$ cat src/rtl/pxs_pkg.sv
package pxs_pkg;

    typedef enum logic [1:0] {
        ST_CPU    = 2'd0,
        ST_SLOT_A = 2'd1,
        ST_SLOT_B = 2'd2
    } seq_state_t;

    typedef enum logic [1:0] {
        OWN_CPU   = 2'd0,
        OWN_HIRES = 2'd1,
        OWN_DUAL  = 2'd2
    } owner_t;

endpackage

$ cat src/rtl/pxs_owner_decode.sv
module pxs_owner_decode
    import pxs_pkg::*;
(
    input  logic   hires_en_i,
    input  logic   dual_en_i,
    output owner_t owner_o
);

    // Exactly one enable selects a video mode; none or both give the bus to the CPU.
    always_comb begin
        unique case ({hires_en_i, dual_en_i})
            2'b10:   owner_o = OWN_HIRES;
            2'b01:   owner_o = OWN_DUAL;
            default: owner_o = OWN_CPU;
        endcase
    end

endmodule

$ cat src/rtl/pxs_pair_hold.sv
module pxs_pair_hold #(
    parameter int PIX_W = 8,
    parameter int LANES = 2
) (
    input  logic                     clk,
    input  logic                     rst_n,
    input  logic                     load_i,
    input  logic [LANES*PIX_W-1:0]   pair_i,
    output logic [LANES*PIX_W-1:0]   pair_o
);

    // One register per pixel lane, all loaded together.
    for (genvar g = 0; g < LANES; g++) begin : g_lane
        logic [PIX_W-1:0] lane_q;

        always_ff @(posedge clk or negedge rst_n) begin
            if (!rst_n) begin
                lane_q <= '0;
            end else if (load_i) begin
                lane_q <= pair_i[g*PIX_W +: PIX_W];
            end
        end

        assign pair_o[g*PIX_W +: PIX_W] = lane_q;
    end

endmodule

$ cat src/rtl/pxs_pixel_pick.sv
module pxs_pixel_pick
    import pxs_pkg::*;
#(
    parameter int PIX_W   = 8,
    parameter int COLOR_W = 7
) (
    input  owner_t             owner_i,
    input  logic               half_i,
    input  logic [PIX_W-1:0]   first_i,
    input  logic [PIX_W-1:0]   second_i,
    output logic [COLOR_W-1:0] colour_o
);

    localparam int SEL_BIT = PIX_W - 1;

    logic [PIX_W-1:0] chosen;

    always_comb begin
        unique case (owner_i)
            OWN_HIRES: chosen = half_i ? second_i : first_i;
            OWN_DUAL:  chosen = second_i[SEL_BIT] ? second_i : first_i;
            default:   chosen = '0;
        endcase
    end

    // The layer/flag bit and anything above the DAC width are dropped.
    assign colour_o = chosen[COLOR_W-1:0];

endmodule

$ cat src/rtl/pixel_pair_sequencer.sv
module pixel_pair_sequencer
    import pxs_pkg::*;
#(
    parameter int PIX_W   = 8,
    parameter int COLOR_W = 7
) (
    input  logic                   clk,
    input  logic                   rst_n,
    input  logic [2*PIX_W-1:0]     pair_i,
    input  logic                   phase_i,
    input  logic                   hires_en_i,
    input  logic                   dual_en_i,
    input  logic                   pix_clk_en_i,
    output logic [COLOR_W-1:0]     colour_o
);

    localparam int PAIR_W = 2 * PIX_W;

    owner_t             owner;
    seq_state_t         state_q;
    seq_state_t         state_d;
    logic               advance;
    logic               load_pair;
    logic [PAIR_W-1:0]  held_pair;
    logic [COLOR_W-1:0] colour_first;
    logic [COLOR_W-1:0] colour_second;
    logic [COLOR_W-1:0] colour_d;
    logic [COLOR_W-1:0] colour_q;

    pxs_owner_decode u_owner (
        .hires_en_i (hires_en_i),
        .dual_en_i  (dual_en_i),
        .owner_o    (owner)
    );

    assign advance   = (owner != OWN_CPU) && pix_clk_en_i;
    assign load_pair = advance && !phase_i;

    pxs_pair_hold #(
        .PIX_W (PIX_W),
        .LANES (2)
    ) u_hold (
        .clk    (clk),
        .rst_n  (rst_n),
        .load_i (load_pair),
        .pair_i (pair_i),
        .pair_o (held_pair)
    );

    // First half is shown straight from the incoming pair.
    pxs_pixel_pick #(
        .PIX_W   (PIX_W),
        .COLOR_W (COLOR_W)
    ) u_pick_first (
        .owner_i  (owner),
        .half_i   (1'b0),
        .first_i  (pair_i[PIX_W-1:0]),
        .second_i (pair_i[PAIR_W-1:PIX_W]),
        .colour_o (colour_first)
    );

    // Second half comes from the held pair under the mode present now.
    pxs_pixel_pick #(
        .PIX_W   (PIX_W),
        .COLOR_W (COLOR_W)
    ) u_pick_second (
        .owner_i  (owner),
        .half_i   (1'b1),
        .first_i  (held_pair[PIX_W-1:0]),
        .second_i (held_pair[PAIR_W-1:PIX_W]),
        .colour_o (colour_second)
    );

    // Next-state logic
    always_comb begin
        state_d = state_q;
        unique case (state_q)
            ST_CPU: begin
                if (advance && !phase_i) begin
                    state_d = ST_SLOT_A;                       // first_half
                end
            end
            ST_SLOT_A, ST_SLOT_B: begin
                if (advance) begin
                    state_d = phase_i ? ST_SLOT_B : ST_SLOT_A; // second_half / first_half
                end
            end
            default: state_d = ST_CPU;
        endcase
        if (owner == OWN_CPU) begin
            state_d = ST_CPU;                                  // go_blank
        end
    end

    // State register
    always_ff @(posedge clk or negedge rst_n) begin
        if (!rst_n) begin
            state_q <= ST_CPU;
        end else begin
            state_q <= state_d;
        end
    end

    // Output selection by destination state
    always_comb begin
        colour_d = colour_q;
        unique case (state_d)
            ST_CPU:    colour_d = '0;
            ST_SLOT_A: colour_d = load_pair ? colour_first : colour_q;
            ST_SLOT_B: colour_d = advance ? colour_second : colour_q;
            default:   colour_d = '0;
        endcase
    end

    // Output register
    always_ff @(posedge clk or negedge rst_n) begin
        if (!rst_n) begin
            colour_q <= '0;
        end else begin
            colour_q <= colour_d;
        end
    end

    assign colour_o = colour_q;

endmodule

$ cat config.mk
export PLATFORM = sky130hd
export DESIGN_NAME = pixel_pair_sequencer
export DESIGN_NICKNAME = d
export VERILOG_FILES = /design/src/rtl/pxs_pkg.sv /design/src/rtl/pxs_owner_decode.sv /design/src/rtl/pxs_pair_hold.sv /design/src/rtl/pxs_pixel_pick.sv /design/src/rtl/pixel_pair_sequencer.sv
export SDC_FILE = /design/constraint.sdc
export NUM_CORES = 1
export LEC_CHECK = 0
export BUFFER_PORTS_ARGS = -buffer_cell sky130_fd_sc_hd__buf_2
export CELL_PAD_IN_SITES_DETAIL_PLACEMENT = 0
export CELL_PAD_IN_SITES_GLOBAL_PLACEMENT = 2
export CORE_MARGIN = 2
export CORE_UTILIZATION = 36
export CTS_CLUSTER_SIZE = 25
export DETAILED_ROUTE_END_ITERATION = 10
export HOLD_SLACK_MARGIN = 0.12
export PLACE_DENSITY = 0.85
export SLEW_MARGIN = 30
export SYNTH_ARGS = -nofsm -noshare
export SYNTH_HDL_FRONTEND = slang
export SYNTH_HIERARCHICAL = 1
export SYNTH_SLANG_ARGS = --single-unit
$ cat constraint.sdc
create_clock -name clk -period 2.45 [get_ports clk]
set_input_delay 0.3675 -clock clk [delete_from_list [all_inputs] [get_ports clk]]
set_output_delay 0.3675 -clock clk [all_outputs]
set_load 0.02 [all_outputs]
Yosys cells after proc, flatten, opt, wreduce, memory -nomap -nowiden
Cells that the tools add are included.

cells by class
  reduce and logical (&&, ||, !) cells = 8
  mux-type cells = 13
  equal/unequal tests = 10

operator list
  kind                                                                   count
  7-bit case mux with 2 select lines                                     3
  7-bit 2-to-1 mux                                                       4
  2-bit by 1-bit equality test with 1-bit output, second input constant  4
  2-bit equality test, second input constant                             4
  2-bit 2-to-1 mux                                                       4
  2-bit case mux with 2 select lines                                     2
  2-bit logical NOT                                                      2
  2-bit != test, second input constant                                   2
  1-bit logical AND                                                      2
  2-bit AND reduction                                                    1
  2-bit nonzero test                                                     1
  2-bit OR reduction                                                     1
  1-bit logical NOT                                                      1

storage, ports and cells
  output and inout bits = 7
  register bits after elaboration = 24
  word-level logic and storage cells = 35

Longest topological paths before layout
  depth after elaboration = 11
  depth in mapped cells = 10

By module
The synthesis kept the hierarchy.

modules (own cells, without submodules)
  module                times used  cells each  area each (um^2)
  pxs_pair_hold         1           34          649.4
  pixel_pair_sequencer  1           61          600.6
  pxs_pixel_pick        2           20          175.2
  pxs_owner_decode      1           2           15.0

Worst setup path after synthesis
Ideal clock, no wire load.

  path kind = in2reg
  from = input dual_en_i
  to = register colour_q[4], in the netlist colour_o[4]
  path slack = 468 ps
  stages = 9
  library setup time = 79 ps
  data required time = 2,371 ps
  arrival time = 1,902 ps
  cell sequence = nor2b_1 o22ai_1 nor2_1 o221a_2 ha_1 buf_6 a22oi_1 or2_0 mux2i_1

between the ends
  cells in the longest elaborated chain, start to end = 11
  elaborated cells between the ends (all ways) = 23

ends and longest elaborated chain
  element                                                                                       RTL line                     RTL
  start, declared                                                                               pixel_pair_sequencer.sv:12   input logic dual_en_i,
  2-bit by 1-bit equality test with 1-bit output / 2-bit equality test (equally long branches)  pxs_owner_decode.sv:11       unique case ({hires_en_i, dual_en_i})
  2-bit case mux with 2 select lines *                                                          pxs_owner_decode.sv:11
  2-bit nonzero test                                                                            pixel_pair_sequencer.sv:36   assign advance = (owner != OWN_CPU) && pix_clk_en_i;
  1-bit logical AND                                                                             pixel_pair_sequencer.sv:36
  1-bit logical AND                                                                             pixel_pair_sequencer.sv:79   if (advance && !phase_i) begin
  2-bit 2-to-1 mux                                                                              pixel_pair_sequencer.sv:79
  2-bit case mux with 2 select lines                                                            pixel_pair_sequencer.sv:77   unique case (state_q)
  2-bit 2-to-1 mux *                                                                            pixel_pair_sequencer.sv:90   if (owner == OWN_CPU) begin
  named net state_d[1]                                                                          pixel_pair_sequencer.sv:21   seq_state_t state_d;
  2-bit by 1-bit equality test with 1-bit output / 2-bit equality test (equally long branches)  pixel_pair_sequencer.sv:107  unique case (state_d)
  2-bit != test (no source line)                                                                n/a
  2-bit AND reduction (no source line)                                                          n/a
  end signal, assigned                                                                          pixel_pair_sequencer.sv:120  colour_q <= colour_d;
  end, declared                                                                                 pixel_pair_sequencer.sv:28   logic [COLOR_W-1:0] colour_q;

The timed path passes the listed nets; every way through them passes the cells marked *. The select of a mux whose other input is x is not followed.
A chain may end at the register's enable or synchronous reset.

Worst setup path after layout
  from = register state_q[1]
  to = register colour_q[1], in the netlist colour_o[1]

between the ends
  cells in the longest elaborated chain, start to end = 7
  elaborated cells between the ends (all ways) = 14

ends and longest elaborated chain
  element                                                                                       RTL line                     RTL
  start, declared                                                                               pixel_pair_sequencer.sv:20   seq_state_t state_q;
  start signal, assigned                                                                        pixel_pair_sequencer.sv:100  state_q <= state_d;
  2-bit by 1-bit equality test with 1-bit output / 2-bit equality test (equally long branches)  pixel_pair_sequencer.sv:77
  2-bit OR reduction                                                                            pixel_pair_sequencer.sv:77
  2-bit case mux with 2 select lines *                                                          pixel_pair_sequencer.sv:77
  2-bit 2-to-1 mux *                                                                            pixel_pair_sequencer.sv:90
  named net state_d[0]                                                                          pixel_pair_sequencer.sv:21
  2-bit by 1-bit equality test with 1-bit output / 2-bit equality test (equally long branches)  pixel_pair_sequencer.sv:107
  2-bit != test (no source line)                                                                n/a
  2-bit AND reduction (no source line)                                                          n/a

The timed path passes the listed nets; every way through them passes the cells marked *.

==> metrics <==
CTS Sinks 24; clk buf depth 2; Crit-path slowest cell dfrtp_1; GR Util All Layers between 15 and 20%; Post-Syn Instances ~140; Worst Min Path Start pair_i[4]; Max Clock Freq 444.1 MHz; Synth Warn # 6; leakage 0.8825 nW; drt pass-1 iters 4; Final Setup Violations 0; Initial DRC Count 56; Die ar. 4932 um2; routed wire length 3584 um; total vias in the final route 1185; cells along the critical path inv_1 > ha_1 > o22ai_1 > nor2_1 > o21a_1 > ha_1 > buf_4 > a22oi_1 > or2_1 > mux2i_1; Die Width between 70 and 80 um; RePlAce Congestion 0.8059; Clock Skew 0.9099 ps; worst-path fanout max 8; final worst-path cycle share 91.91%; Hold Path Stages 2; RSZ-0062 raised after global routing no; max-cap violation count 0; Levels on crit path 10; setup bufs post-CTS 0; Hold Slack 350.2 ps; nets 206; Critical Path RT 2640 ps; first-pass GRT wire length 6175 um; worst-margin pin slew ~580 ps; row count 24; TritonCTS clock tree yes; final setup TNS 0 ps; HPWL Detailed 2721 um; cell family with most CP delay adder cells; root buffer cell clkbuf_8; Bufs and invs on worst path 2; die height 70.23 um; number of antenna diodes 0; Final Hold Fails 0; Tmin final 2252 ps; Worst setup startpoint state_q[1]; Port Buffers 27; reg2reg path depth 10; Power Total 0.9448 mW; CTS clock-pin slew for the worst setup and hold paths 90 ps; vias in the first global route 1300; Vias/cell ~5.2; Peak VDD IR 0.1962 mV; Final Max Tran Viols 0; Worst Setup End Kind flop; status finished, final reports clean; fraction of layout cells with a size suffix above 1 37.36%; initial antenna violation count 0; hold crit path type input port to flop; total gr overflow 0; total CTS buffers 3; fillers 427; startpoint class of the critical path flop; Area Growth Syn to Fin 17.35%; Remaining DRCs 0; Final ANT Viol Nets 0; register area between 600 and 700 um2; Mapped Area 1579 um2; Syn Area/Cell 11.70 um2; Starting Density 36.77%; CTS H-tree depth 1; Critical Path AT 2440 ps; multi-input logic area 895.9 um2; relative slew slack around three fifths; Slowest Stage Delay on Critical Path 410 ps; I/O pin cnt 29; Wirelength per Cell approximately 16 um; crit path kind flop to flop; core area 4294 um2; latest clock arrival within the worst-skew pair 260 ps; post-route worst setup slack 198.2 ps; largest net degree at the start of global routing 25; power per cell area 509.9 nW/um2; Worst R2R Start state_q[1]; Place WS between 70 and 80 ps; most used cell, CP ha_1
[where the power goes]
part | leakage (nW) | switching [mW] | internal [mW] | total (mW)
clock network | 0.0216 | 0.127 | 0.110 | 0.237
logic | 0.558 | 0.0927 | 0.127 | 0.219
registers | 0.303 | 0.0365 | 0.452 | 0.488
total | 0.882 | 0.256 | 0.688 | 0.945
[cell usage in the layout (no fill, tap or decap), types with 2 or more instances in the layout]
cell type	count
nand2b_1	2
dfrtp_1	24
mux2_4	10
a22oi_1	9
buf_4	9
or2_0	3
nor2_2	2
inv_1	10
mux2_2	5
clkbuf_8	3
buf_2	27
mux2i_1	11
ha_1	8
nand2b_4	2
o21ai_0	8
or2_1	3
o32ai_1	2
conb_1	6
nor2_1	3
or2b_1	2
a22o_1	12
a21oi_4	2
[layout make-up]
class / count / share of cell area (%)
timing repair buffer: 37 / 11.48
sequential: 24 / 32.41
inverter: 10 / 2.026
clock buffer: 3 / 2.228
multi-input combinational: 100 / 48.35
tap: 52 / 3.511
[sequential cells by signal (all words and copies together) (netlist names)]
signal,flops
u_hold/g_lane.lane_q,15
state_q,2
colour_o,7
[worst paths after layout]
kind	to	slack, ps
max reg2reg	colour_o[1]	200
max in group asynchronous	u_hold/g_lane[1].lane_q[5]	1430
min reg2reg	u_hold/g_lane[1].lane_q[0]	520
min	u_hold/g_lane[0].lane_q[4]	350
max	colour_o[1]	200
min in group asynchronous	u_hold/g_lane[1].lane_q[4]	640
[routing by layer]
layer | vias to the layer above | part of all wire (%) | track usage [%]
met5 | - | 0 | 0
met4 | 0 | 0.47 | 3.205
met3 | 2 | 3.8 | 2.309
met2 | 24 | 49 | 27.15
met1 | 596 | 47 | 20.24
li1 | 563 | - | -
[repair_timing]
| action | CTS | global route |
|---|---|---|
| endpoints found under the setup margin | 0 | 5 |
| endpoints found under the hold margin | 24 | 0 |
| resized for setup | 0 | 1 |
| hold buffers | 1 | 0 |
[per-stage QoR]
step                utilization [%]  cell area [um2]  std cells
floorplan                         -             1594        139
global placement              41.93             1800        222
detailed placement            41.93             1800        222
CTS                           43.12             1852        226
global route                  43.15             1853        226
finish                        43.15             1853        226
(Power assumes the default switching activity.)
